**config.mk**
```make
export PLATFORM = sky130hd
export DESIGN_NAME = hppi_scanner
export DESIGN_NICKNAME = d
export VERILOG_FILES = /design/src/rtl/hppi_pkg.sv /design/src/rtl/hppi_cmp.sv /design/src/rtl/hppi_fallback.sv /design/src/rtl/hppi_scanner.sv
export SDC_FILE = /design/constraint.sdc
export NUM_CORES = 1
export LEC_CHECK = 0
export CORE_ASPECT_RATIO = 0.8
export CORE_MARGIN = 3
export CORE_UTILIZATION = 50
export CTS_CLUSTER_DIAMETER = 80
export CTS_CLUSTER_SIZE = 25
export DETAILED_ROUTE_END_ITERATION = 6
export GPL_TIMING_DRIVEN = 0
export PLACE_DENSITY = 0.76
export SLEW_MARGIN = 0
export SYNTH_ARGS = -nofsm -noshare
export SYNTH_HDL_FRONTEND = slang
export SYNTH_SLANG_ARGS = --single-unit
```
**constraint.sdc**
```tcl
create_clock -name clk_i -period 5.2 [get_ports clk_i]
set_input_delay 1.04 -clock clk_i [delete_from_list [all_inputs] [get_ports clk_i]]
set_output_delay 1.04 -clock clk_i [all_outputs]
set_load 0.05 [all_outputs]
```
**src/rtl/hppi_pkg.sv**
```systemverilog
package hppi_pkg;
    localparam int WORD_W = 32;

    typedef enum logic [2:0] {
        PH_IDLE,
        PH_SHARED,
        PH_PRIV,
        PH_CHECK,
        PH_DONE
    } phase_e;
endpackage

```
**src/rtl/hppi_cmp.sv**
```systemverilog
module hppi_cmp #(
    parameter int PRIO_W = 8,
    parameter int ID_W   = 7
) (
    input  logic [PRIO_W-1:0] cand_prio_i,
    input  logic [ID_W-1:0]   cand_id_i,
    input  logic [PRIO_W-1:0] best_prio_i,
    input  logic [ID_W-1:0]   best_id_i,
    output logic              take_o
);
    // lower value is more urgent; ties go to the lower or equal ID
    always_comb begin
        take_o = (cand_prio_i < best_prio_i) ||
                 ((cand_prio_i == best_prio_i) && (cand_id_i <= best_id_i));
    end
endmodule

```
**src/rtl/hppi_fallback.sv**
```systemverilog
module hppi_fallback #(
    parameter int PRIO_W = 8,
    parameter int ID_W   = 7
) (
    input  logic              seen_i,
    input  logic [PRIO_W-1:0] prio_i,
    input  logic [ID_W-1:0]   id_i,
    input  logic [ID_W-1:0]   lo_i,
    input  logic [ID_W-1:0]   hi_i,
    output logic              need_o
);
    // old winner sat in the window and nothing re-claimed it
    always_comb begin
        need_o = !seen_i && (prio_i != '1) && (id_i >= lo_i) && (id_i <= hi_i);
    end
endmodule

```
**src/rtl/hppi_scanner.sv**
```systemverilog
module hppi_scanner
    import hppi_pkg::*;
#(
    parameter int NUM_CPU = 2,
    parameter int NUM_IRQ = 96,
    parameter int PRIO_W  = 8,
    parameter int GRP_W   = 2,
    localparam int ID_W   = $clog2(NUM_IRQ),
    localparam int CPU_W  = (NUM_CPU > 1) ? $clog2(NUM_CPU) : 1
) (
    input  logic                      clk_i,
    input  logic                      rst_ni,
    input  logic                      req_valid_i,
    output logic                      req_ready_o,
    input  logic                      req_full_i,
    input  logic [ID_W-1:0]           req_start_i,
    input  logic [ID_W:0]             req_len_i,
    output logic [ID_W-1:0]           scan_id_o,
    output logic [CPU_W-1:0]          scan_cpu_o,
    output logic                      scan_priv_o,
    input  logic [WORD_W-1:0]         elig_word_i,
    input  logic [PRIO_W-1:0]         prio_i,
    input  logic [GRP_W-1:0]          grp_i,
    input  logic [CPU_W-1:0]          tgt_cpu_i,
    input  logic                      tgt_valid_i,
    output logic [NUM_CPU*PRIO_W-1:0] best_prio_o,
    output logic [NUM_CPU*ID_W-1:0]   best_id_o,
    output logic [NUM_CPU*GRP_W-1:0]  best_grp_o,
    output logic                      busy_o,
    output logic                      done_o
);
    localparam int PRIV_N = 32;

    typedef struct packed {
        phase_e                          phase;
        logic                            full;
        logic                            first;
        logic [ID_W-1:0]                 id;
        logic [ID_W-1:0]                 rstart;
        logic [ID_W-1:0]                 rend;
        logic [CPU_W-1:0]                cpu;
        logic [WORD_W-1:0]               word;
        logic [NUM_CPU-1:0]              seen;
        logic [NUM_CPU-1:0][PRIO_W-1:0]  prio;
        logic [NUM_CPU-1:0][ID_W-1:0]    bid;
        logic [NUM_CPU-1:0][GRP_W-1:0]   grp;
    } st_t;

    st_t st_q, st_d;

    logic [WORD_W-1:0] cur_word;
    logic              cand_elig;
    logic              in_priv;
    logic [CPU_W-1:0]  cand_cpu;
    logic              cand_ok;
    logic              better;
    logic              take;
    logic [NUM_CPU-1:0] need_full;
    logic [ID_W:0]     end_calc;

    function automatic st_t begin_full(st_t s);
        st_t r;
        r        = s;
        r.phase  = PH_SHARED;
        r.full   = 1'b1;
        r.first  = 1'b1;
        r.id     = ID_W'(PRIV_N);
        r.rstart = ID_W'(PRIV_N);
        r.rend   = ID_W'(NUM_IRQ-1);
        r.seen   = '0;
        for (int c = 0; c < NUM_CPU; c++) begin
            r.prio[c] = '1;
        end
        return r;
    endfunction

    // word fetched at scan start and at each 32-aligned boundary
    always_comb begin
        cur_word  = (st_q.first || (st_q.id[4:0] == 5'd0)) ? elig_word_i : st_q.word;
        cand_elig = cur_word[st_q.id[4:0]];
        in_priv   = (st_q.phase == PH_PRIV);
        cand_cpu  = in_priv ? st_q.cpu : tgt_cpu_i;
        cand_ok   = cand_elig && (in_priv || tgt_valid_i) && (int'(cand_cpu) < NUM_CPU);
        take      = cand_ok && better &&
                    ((st_q.phase == PH_SHARED) || (st_q.phase == PH_PRIV));
        end_calc  = {1'b0, req_start_i} + req_len_i - 1'b1;
    end

    hppi_cmp #(.PRIO_W(PRIO_W), .ID_W(ID_W)) u_cmp (
        .cand_prio_i (prio_i),
        .cand_id_i   (st_q.id),
        .best_prio_i (st_q.prio[cand_cpu]),
        .best_id_i   (st_q.bid[cand_cpu]),
        .take_o      (better)
    );

    for (genvar g = 0; g < NUM_CPU; g++) begin : g_fb
        hppi_fallback #(.PRIO_W(PRIO_W), .ID_W(ID_W)) u_fb (
            .seen_i (st_q.seen[g]),
            .prio_i (st_q.prio[g]),
            .id_i   (st_q.bid[g]),
            .lo_i   (st_q.rstart),
            .hi_i   (st_q.rend),
            .need_o (need_full[g])
        );
    end

    always_comb begin
        st_d = st_q;
        if (take) begin
            st_d.prio[cand_cpu] = prio_i;
            st_d.bid[cand_cpu]  = st_q.id;
            st_d.grp[cand_cpu]  = grp_i;
            st_d.seen[cand_cpu] = 1'b1;
        end
        unique case (st_q.phase)
            PH_IDLE: begin
                if (req_valid_i) begin
                    if (req_full_i) begin
                        st_d = begin_full(st_q);
                    end else begin
                        st_d.phase  = PH_SHARED;
                        st_d.full   = 1'b0;
                        st_d.first  = 1'b1;
                        st_d.id     = req_start_i;
                        st_d.rstart = req_start_i;
                        st_d.rend   = end_calc[ID_W-1:0];
                        st_d.seen   = '0;
                    end
                end
            end
            PH_SHARED: begin
                st_d.word  = cur_word;
                st_d.first = 1'b0;
                if (st_q.id == st_q.rend) begin
                    if (st_q.full) begin
                        st_d.phase = PH_PRIV;
                        st_d.cpu   = '0;
                        st_d.id    = '0;
                        st_d.first = 1'b1;
                    end else begin
                        st_d.phase = PH_CHECK;
                    end
                end else begin
                    st_d.id = st_q.id + ID_W'(1);
                end
            end
            PH_PRIV: begin
                st_d.word  = cur_word;
                st_d.first = 1'b0;
                if (st_q.id == ID_W'(PRIV_N-1)) begin
                    st_d.id = '0;
                    if (st_q.cpu == CPU_W'(NUM_CPU-1)) begin
                        st_d.phase = PH_DONE;
                    end else begin
                        st_d.cpu   = st_q.cpu + CPU_W'(1);
                        st_d.first = 1'b1;
                    end
                end else begin
                    st_d.id = st_q.id + ID_W'(1);
                end
            end
            PH_CHECK: begin
                if (|need_full) begin
                    st_d = begin_full(st_q);
                end else begin
                    st_d.phase = PH_DONE;
                end
            end
            PH_DONE: begin
                st_d.phase = PH_IDLE;
            end
            default: begin
                st_d.phase = PH_IDLE;
            end
        endcase
    end

    always_ff @(posedge clk_i) begin
        if (!rst_ni) begin
            st_q       <= '0;
            st_q.phase <= PH_IDLE;
            for (int c = 0; c < NUM_CPU; c++) begin
                st_q.prio[c] <= '1;
            end
        end else begin
            st_q <= st_d;
        end
    end

    assign req_ready_o = (st_q.phase == PH_IDLE);
    assign busy_o      = (st_q.phase != PH_IDLE);
    assign done_o      = (st_q.phase == PH_DONE);
    assign scan_id_o   = st_q.id;
    assign scan_cpu_o  = st_q.cpu;
    assign scan_priv_o = in_priv;
    assign best_prio_o = st_q.prio;
    assign best_id_o   = st_q.bid;
    assign best_grp_o  = st_q.grp;

    // completion is a single-cycle pulse
    assert_done_pulse_R8: assert property (@(posedge clk_i) disable iff (!rst_ni)
        done_o |=> !done_o);

    // a scan begins only after a request was presented
    assert_start_on_req_R9: assert property (@(posedge clk_i) disable iff (!rst_ni)
        $rose(busy_o) |-> $past(req_valid_i));

    // an untargeted shared ID changes no record
    assert_skip_untargeted_R4: assert property (@(posedge clk_i) disable iff (!rst_ni)
        (st_q.phase == PH_SHARED && !tgt_valid_i) |=>
            ($stable(best_prio_o) && $stable(best_id_o) && $stable(best_grp_o)));

    // records hold while idle and nothing is accepted
    assert_idle_hold_R11: assert property (@(posedge clk_i) disable iff (!rst_ni)
        (req_ready_o && !req_valid_i) |=>
            ($stable(best_prio_o) && $stable(best_id_o) && $stable(best_grp_o)));

    // a scan step never makes a record less urgent
    for (genvar g = 0; g < NUM_CPU; g++) begin : g_mono
        assert_no_worse_R2: assert property (@(posedge clk_i) disable iff (!rst_ni)
            (st_q.phase == PH_SHARED || st_q.phase == PH_PRIV) |=>
                (best_prio_o[g*PRIO_W +: PRIO_W] <= $past(best_prio_o[g*PRIO_W +: PRIO_W])));
    end
endmodule

```
==> results of run 1 <==
worst min-delay path: stages (launching register included):
cell and delay (ns):
dfxtp_1 0.31, nand2_1 0.05, a21oi_1 0.05
through the flow:
stage | power [mW] | hold slack, ns | utilization (%) | cells
finish | 3.25 | 0.454 | 64.8 | 1029
global route | 3.42 | 0.477 | 64.8 | 1029
CTS | 3.24 | 0.456 | 64.8 | 1029
detailed placement | 2.47 | 0.447 | 61.9 | 1013
global placement | 2.41 | 0.437 | 61.9 | 1013
floorplan | 2.04 | 0.432 | - | 735
cells in the final DEF, fill, tap and decap left out, types with 13 or more instances in the layout:
cell               n
nand2_1          109
clkdlybuf4s50_1  107
dfxtp_1           95
ha_1              56
a21oi_1           55
nor2_1            52
inv_1             51
mux2i_1           48
buf_4             42
clkbuf_1          26
o21ai_0           17
a211oi_1          16
nor3_1            13
state kept, by name, summed over array words and instances, names as in the netlist:
signal	flops
scan_id_o	7
best_prio_o	16
best_grp_o	4
best_id_o	14
scan_cpu_o	1
st_q	53
cells by family (layout without fill, tap and decap cells):
group,count (synthesis),count (layout)
simple gates,232,232
compound gates,142,142
mux,66,66
flops,95,95
buf+inv,128,251
xor+xnor,15,15
fa+ha+maj,57,57
cell type report:
type	count	area (sq um)	share of cell area, %
timing repair buffer	107	1070	13.5
tap	171	214	2.70
clock inverter	5	105	1.32
inverter	53	199	2.51
buffer	75	490	6.18
multi-input combinational	512	3710	46.8
sequential	95	1900	24.0
clock buffer	11	243	3.06
power by group:
group          switching, mW  total, mW  internal (mW)  leakage (nW)
Clock                  0.289      0.773          0.483         0.162
Combinational          0.876       1.52          0.644          2.23
Sequential             0.111      0.960          0.849         0.773
worst paths after layout:
| path | startpoint | endpoint | slack (ns) | cells past startpoint |
|---|---|---|---|---|
| setup reg to reg | st_q[92]$_SDFFE_PN0P_ | best_id_o[6]$_SDFFE_PN0P_ | 0.41 | 16 |
| setup / recovery | st_q[92]$_SDFFE_PN0P_ | best_id_o[6]$_SDFFE_PN0P_ | 0.41 | 16 |
| hold reg to reg | st_q[55]$_SDFFE_PN0P_ | st_q[55]$_SDFFE_PN0P_ | 0.45 | 2 |
| hold / removal | st_q[55]$_SDFFE_PN0P_ | st_q[55]$_SDFFE_PN0P_ | 0.45 | 2 |
per-layer routing:
| metal | track usage, % | share of wire (%) | vias to the layer above |
|---|---|---|---|
| met5 | 0 | 0 | - |
| met4 | 9.97 | 3.1 | 0 |
| met3 | 5.16 | 7.4 | 50 |
| met2 | 39.9 | 45 | 268 |
| met1 | 33.4 | 44 | 2670 |
| li1 | - | - | 2772 |
cell usage after synthesis (2+ instances only):
master / number / area, sq um
buf_6: 5 / 56.3
o21ai_0: 17 / 85.1
a31oi_1: 6 / 37.5
a211oi_1: 16 / 120
ha_1: 56 / 701
o21a_1: 7 / 52.6
o211ai_1: 5 / 37.5
inv_2: 2 / 7.51
a21oi_1: 55 / 275
nor4_1: 3 / 18.8
nor2b_1: 8 / 50.1
o22ai_1: 4 / 25.0
a21o_1: 3 / 22.5
xnor2_1: 9 / 78.8
nand4_1: 11 / 68.8
nand2b_1: 9 / 56.3
a22oi_1: 6 / 45.0
a32oi_1: 3 / 26.3
xor2_1: 6 / 52.6
mux2_2: 2 / 22.5
nor3_1: 13 / 65.1
o21bai_1: 3 / 22.5
o32a_1: 2 / 20.0
inv_1: 51 / 191
mux2i_1: 48 / 480
dfxtp_1: 95 / 1900
and2_1: 7 / 43.8
mux4_1: 8 / 210
nor2_1: 52 / 195
nand2_1: 109 / 409
mux4_2: 7 / 158
a2111oi_0: 2 / 17.5
buf_2: 2 / 10.0
buf_4: 42 / 315
nand3_1: 6 / 30.0
a22o_1: 7 / 61.3
or3_1: 5 / 31.3
clkbuf_1: 25 / 93.8
o21ai_1: 3 / 15.0
==> impl_metrics.json, run 1 <==
{
  "grtUsageTotal_pct": 25.0,
  "place_hpwl_um": 13600,
  "p_leak_nw": 3.17,
  "grt_pass1_vias": 5762,
  "cts_sinks": 95,
  "required_ns": 5.48,
  "antenna_found_initial": 0,
  "drc_errors": 0,
  "hp-class": "reg -> reg",
  "cts_buffers": 9,
  "fin_tns_setup_ns": 0,
  "synth_top_family_by_area": "simple AND/OR/NAND/NOR gates",
  "slew_viol_final": 0,
  "synth_mux_area_share_pct": 14.2,
  "synth_warnings": 0,
  "synth_seq_area_share_pct": 30.2,
  "crit_buf_inv": 4,
  "hold_viol_final": 0,
  "antenna_cells": 0,
  "netlist_instances": 735,
  "row_count": 36,
  "overflow": 0,
  "clkTransAtPathRegs_ns": 0.07,
  "syn2layout_area_growth_pct": 25.9,
  "num_vias": 5760,
  "synthSimpleGateAreaFrac_pct": 17.0,
  "ys_async_sr_fraction_pct": 0,
  "core_region_area_sq_mm": 0.0123,
  "vdd_drop_max_mv": 0.341,
  "grt_pass1_wl_um": 28500,
  "drive_gt1_share_pct": 9.79,
  "die_y_um": 106,
  "crit_chain": "clkbuf_1 > nor3_4 > mux2i_4 > clkbuf_1 > o21ai_0 > ha_1 > and4_1 > nand4_1 > o211ai_1 > a31oi_1 > o32a_1 > a311o_1 > nor3_1 > buf_6 > buf_6 > mux2i_1",
  "netlist_area_sq_mm": 0.00630,
  "via_per_inst": 5.60,
  "syn_nets": 855,
  "rsz0062_at_grt": "false",
  "setup_violations": 0,
  "fin_skew_ns": 0.00762,
  "synth_edf_count": 0,
  "critPathLaunchType": "register",
  "ioPinCount": 109,
  "die_x_um": 132,
  "min_period_ns": 4.79,
  "final_min_period_over_clock_period_pct": 92.2,
  "dr.pass1.iters": 5,
  "place_ws_ns": 0.151,
  "cts_setup_buffers": 0,
  "cp_data_arrival_time_ns": 5.07,
  "synth.distinct_cells": 54,
  "synth_compound_area_share_pct": 14.2,
  "avgSynthCellArea_sq_um": 8.57,
  "slowest_delay_ns": 0.59,
  "drv_cap": 0,
  "synth_seq_cells": 95,
  "drt-initial-drc-count": 500,
  "cp_top_family": "buffers and inverters",
  "dpl-instance-area_sq_mm": 0.00759,
  "synthAdderAreaFrac_pct": 11.4,
  "wl_um": 17500,
  "clk_latency_ns": 0.35,
  "critPathCaptureType": "register",
  "io_buffers": 107,
  "cts_resized": 0,
  "cts_buffer_depth": 2,
  "tritoncts": "yes",
  "die_area_sq_mm": 0.0140,
  "ctsHoldBuffers": 0,
  "design_area_sq_mm": 0.00793,
  "status": "completed",
  "cp_max_fo": 10,
  "worstMarginPinSlew_ns": 0.708,
  "antenna_left": 0,
  "crit_type": "reg -> reg",
  "start_util_pct": 51.4,
  "fmax_mhz": 209,
  "grt_start_max_net_pins": 16,
  "clock-root-buffer": "clkbuf_16",
  "htreeDepth": 3,
  "wl_per_cell_um": 17.0,
  "synth-xor-area-share_pct": 2.08,
  "crit_slowest_cell": "mux2i_4",
  "fin_nets": 973,
  "powerDensity_mw_per_mm2": 410,
  "synth_ff_type": "dfxtp_1",
  "routabilityCongestion": 0.921,
  "num-fill-cells": 1012,
  "fin_ws_ns": 0.407,
  "slew_headroom_pct": 52.5
}
Note: power is estimated with default switching activity, not from simulation.
==> run 2, diff against run 1 <==
- CELL_PAD_IN_SITES_DETAIL_PLACEMENT: not set -> 0
- CELL_PAD_IN_SITES_GLOBAL_PLACEMENT: not set -> 2
- CORE_UTILIZATION: 50 -> 32
- PLACE_DENSITY: 0.76 -> not set
- PLACE_DENSITY_LB_ADDON: not set -> 0.1
==> run 2 against run 1 <==
- global-route usage shrank 6.3 points
- clock skew is 0.00051 ns higher
- combinational power about the same
- sequential power increased by 0.5%
- worst setup slack improved by 0.12 ns
- register-to-register slack better by 0.12 ns
- via count decreased by 3.2%
- power is 0.50% lower
==> impl_metrics.json, run 2 (synthesis results as in run 1) <==
{
  "status": "completed",
  "drv_cap": 0,
  "slowest_delay_ns": 0.59,
  "ioPinCount": 109,
  "p_total_mw": 3.24,
  "tritoncts": "yes",
  "clk_latency_ns": 0.36,
  "clkTransAtPathRegs_ns": 0.06,
  "hp-class": "reg -> reg",
  "slew_viol_final": 0,
  "final_common_cell": "nand2_1",
  "hold_viol_final": 0,
  "crit_chain": "clkbuf_1 > nor3_4 > mux2i_4 > clkbuf_2 > o21ai_0 > ha_1 > and4_1 > nand4_1 > o211ai_1 > a31oi_1 > o32a_1 > a311o_1 > nor3_1 > buf_6 > buf_6 > mux2i_1",
  "dpl-instance-area_sq_mm": 0.00769,
  "r2r_slack_ns": 0.53,
  "antenna_cells": 0,
  "regMostFlops": "st_q",
  "cp_max_fo": 10,
  "place_hpwl_um": 15500,
  "die_y_um": 132,
  "overflow": 0,
  "crit_type": "reg -> reg",
  "critPathCaptureType": "register",
  "rsz0062_at_grt": "false",
  "wl_per_cell_um": 17.8,
  "powerDensity_mw_per_mm2": 404,
  "setup_violations": 0,
  "routabilityCongestion": 0.866,
  "drive_gt1_share_pct": 9.92,
  "cts_buffers": 9,
  "antenna_left": 0,
  "grt_pass1_vias": 5685,
  "drc_errors": 0,
  "final_cell_mix": "nand2_1 (109), clkdlybuf4s50_1 (107), dfxtp_1 (95), ha_1 (56), a21oi_1 (55)",
  "p_leak_nw": 3.17,
  "worst_path_most_repeated_cell": "buf_6",
  "cts_sinks": 95,
  "num_vias": 5574,
  "wl_um": 19900,
  "fin_nets": 973,
  "worstMarginPinSlew_ns": 0.749,
  "drt-initial-drc-count": 264,
  "cp_top_family": "compound AO/OA/AOI/OAI gates",
  "fmax_mhz": 214,
  "syn2layout_area_growth_pct": 27.2,
  "core_region_area_sq_mm": 0.0191,
  "fin_tns_setup_ns": 0,
  "cts_buffer_depth": 2,
  "via_per_inst": 5.00,
  "clock-root-buffer": "clkbuf_16",
  "min_period_ns": 4.67,
  "place_ws_ns": -0.0725,
  "fin_skew_ns": 0.00813,
  "dr.pass1.iters": 5,
  "required_ns": 5.48,
  "io_buffers": 107,
  "largest_reg_flops": 53,
  "grt_start_max_net_pins": 16,
  "row_count": 45,
  "antenna_found_initial": 0,
  "final_min_period_over_clock_period_pct": 89.8,
  "grt_pass1_wl_um": 31500,
  "grtUsageTotal_pct": 18.7,
  "start_util_pct": 32.9,
  "cp_data_arrival_time_ns": 4.95,
  "htreeDepth": 3,
  "critPathLaunchType": "register",
  "die_x_um": 163,
  "ctsHoldBuffers": 0,
  "crit_buf_inv": 4,
  "fin_ws_ns": 0.531,
  "design_area_sq_mm": 0.00802,
  "slew_headroom_pct": 49.8,
  "hold_ws_ns": 0.452,
  "vdd_drop_max_mv": 0.312,
  "die_area_sq_mm": 0.0214,
  "crit_slowest_cell": "mux2i_4"
}
==> run 2: metal layers <==
| layer | global-route usage [%] | up-vias | share of wire, % | wire length, um |
|---|---|---|---|---|
| li1 | - | 2782 | - | - |
| met1 | 27.1 | 2653 | 51 | 10200 |
| met2 | 28.8 | 125 | 43 | 8550 |
| met3 | 3.31 | 14 | 4.3 | 845 |
| met4 | 4.56 | 0 | 1.2 | 233 |
| met5 | 0 | - | 0 | 0 |
==> run 2: tightest hold or removal path: stages (launching register included) <==
cell	delay, ns
dfxtp_1	0.31
nand2_1	0.05
a21oi_1	0.05
==> run 2: timing repair <==
action,CTS,global route
resized for setup,0,2
endpoints found under the setup margin,0,12
setup buffers,0,0
endpoints found under the hold margin,0,0
==> run 2: worst paths after layout <==
| kind | start | endpoint | cells after the start |
|---|---|---|---|
| max | st_q[92]$_SDFFE_PN0P_ | best_prio_o[7]$_SDFF_PN1_ | 16 |
| min | st_q[49]$_SDFFE_PN0P_ | st_q[49]$_SDFFE_PN0P_ | 2 |
| max reg2reg | st_q[92]$_SDFFE_PN0P_ | best_prio_o[7]$_SDFF_PN1_ | 16 |
| min reg2reg | st_q[49]$_SDFFE_PN0P_ | st_q[49]$_SDFFE_PN0P_ | 2 |
==> run 2: area by class of cell <==
type                    count  area [sq um]
fillers                  1969         11100
multi-input cells         512          3710
flip-flops and latches     95          1900
repair buffers            107          1070
plain buffers              75           492
well taps                 258           323
clock buffers              10           239
inverters                  53           199
clock inverters             5          82.6
==> run 2: through the flow <==
| step | instances | util [%] |
|---|---|---|
| after floorplan | 735 | - |
| after global placement | 1100 | 40.2 |
| after detailed placement | 1100 | 40.2 |
| after CTS | 1115 | 41.9 |
| after global routing | 1115 | 41.9 |
| final | 1115 | 41.9 |
==> run 2: report_power, final <==
group	internal, mW	switching [mW]
registers	0.849	0.116
clock network	0.433	0.296
logic	0.643	0.900
total	1.92	1.31
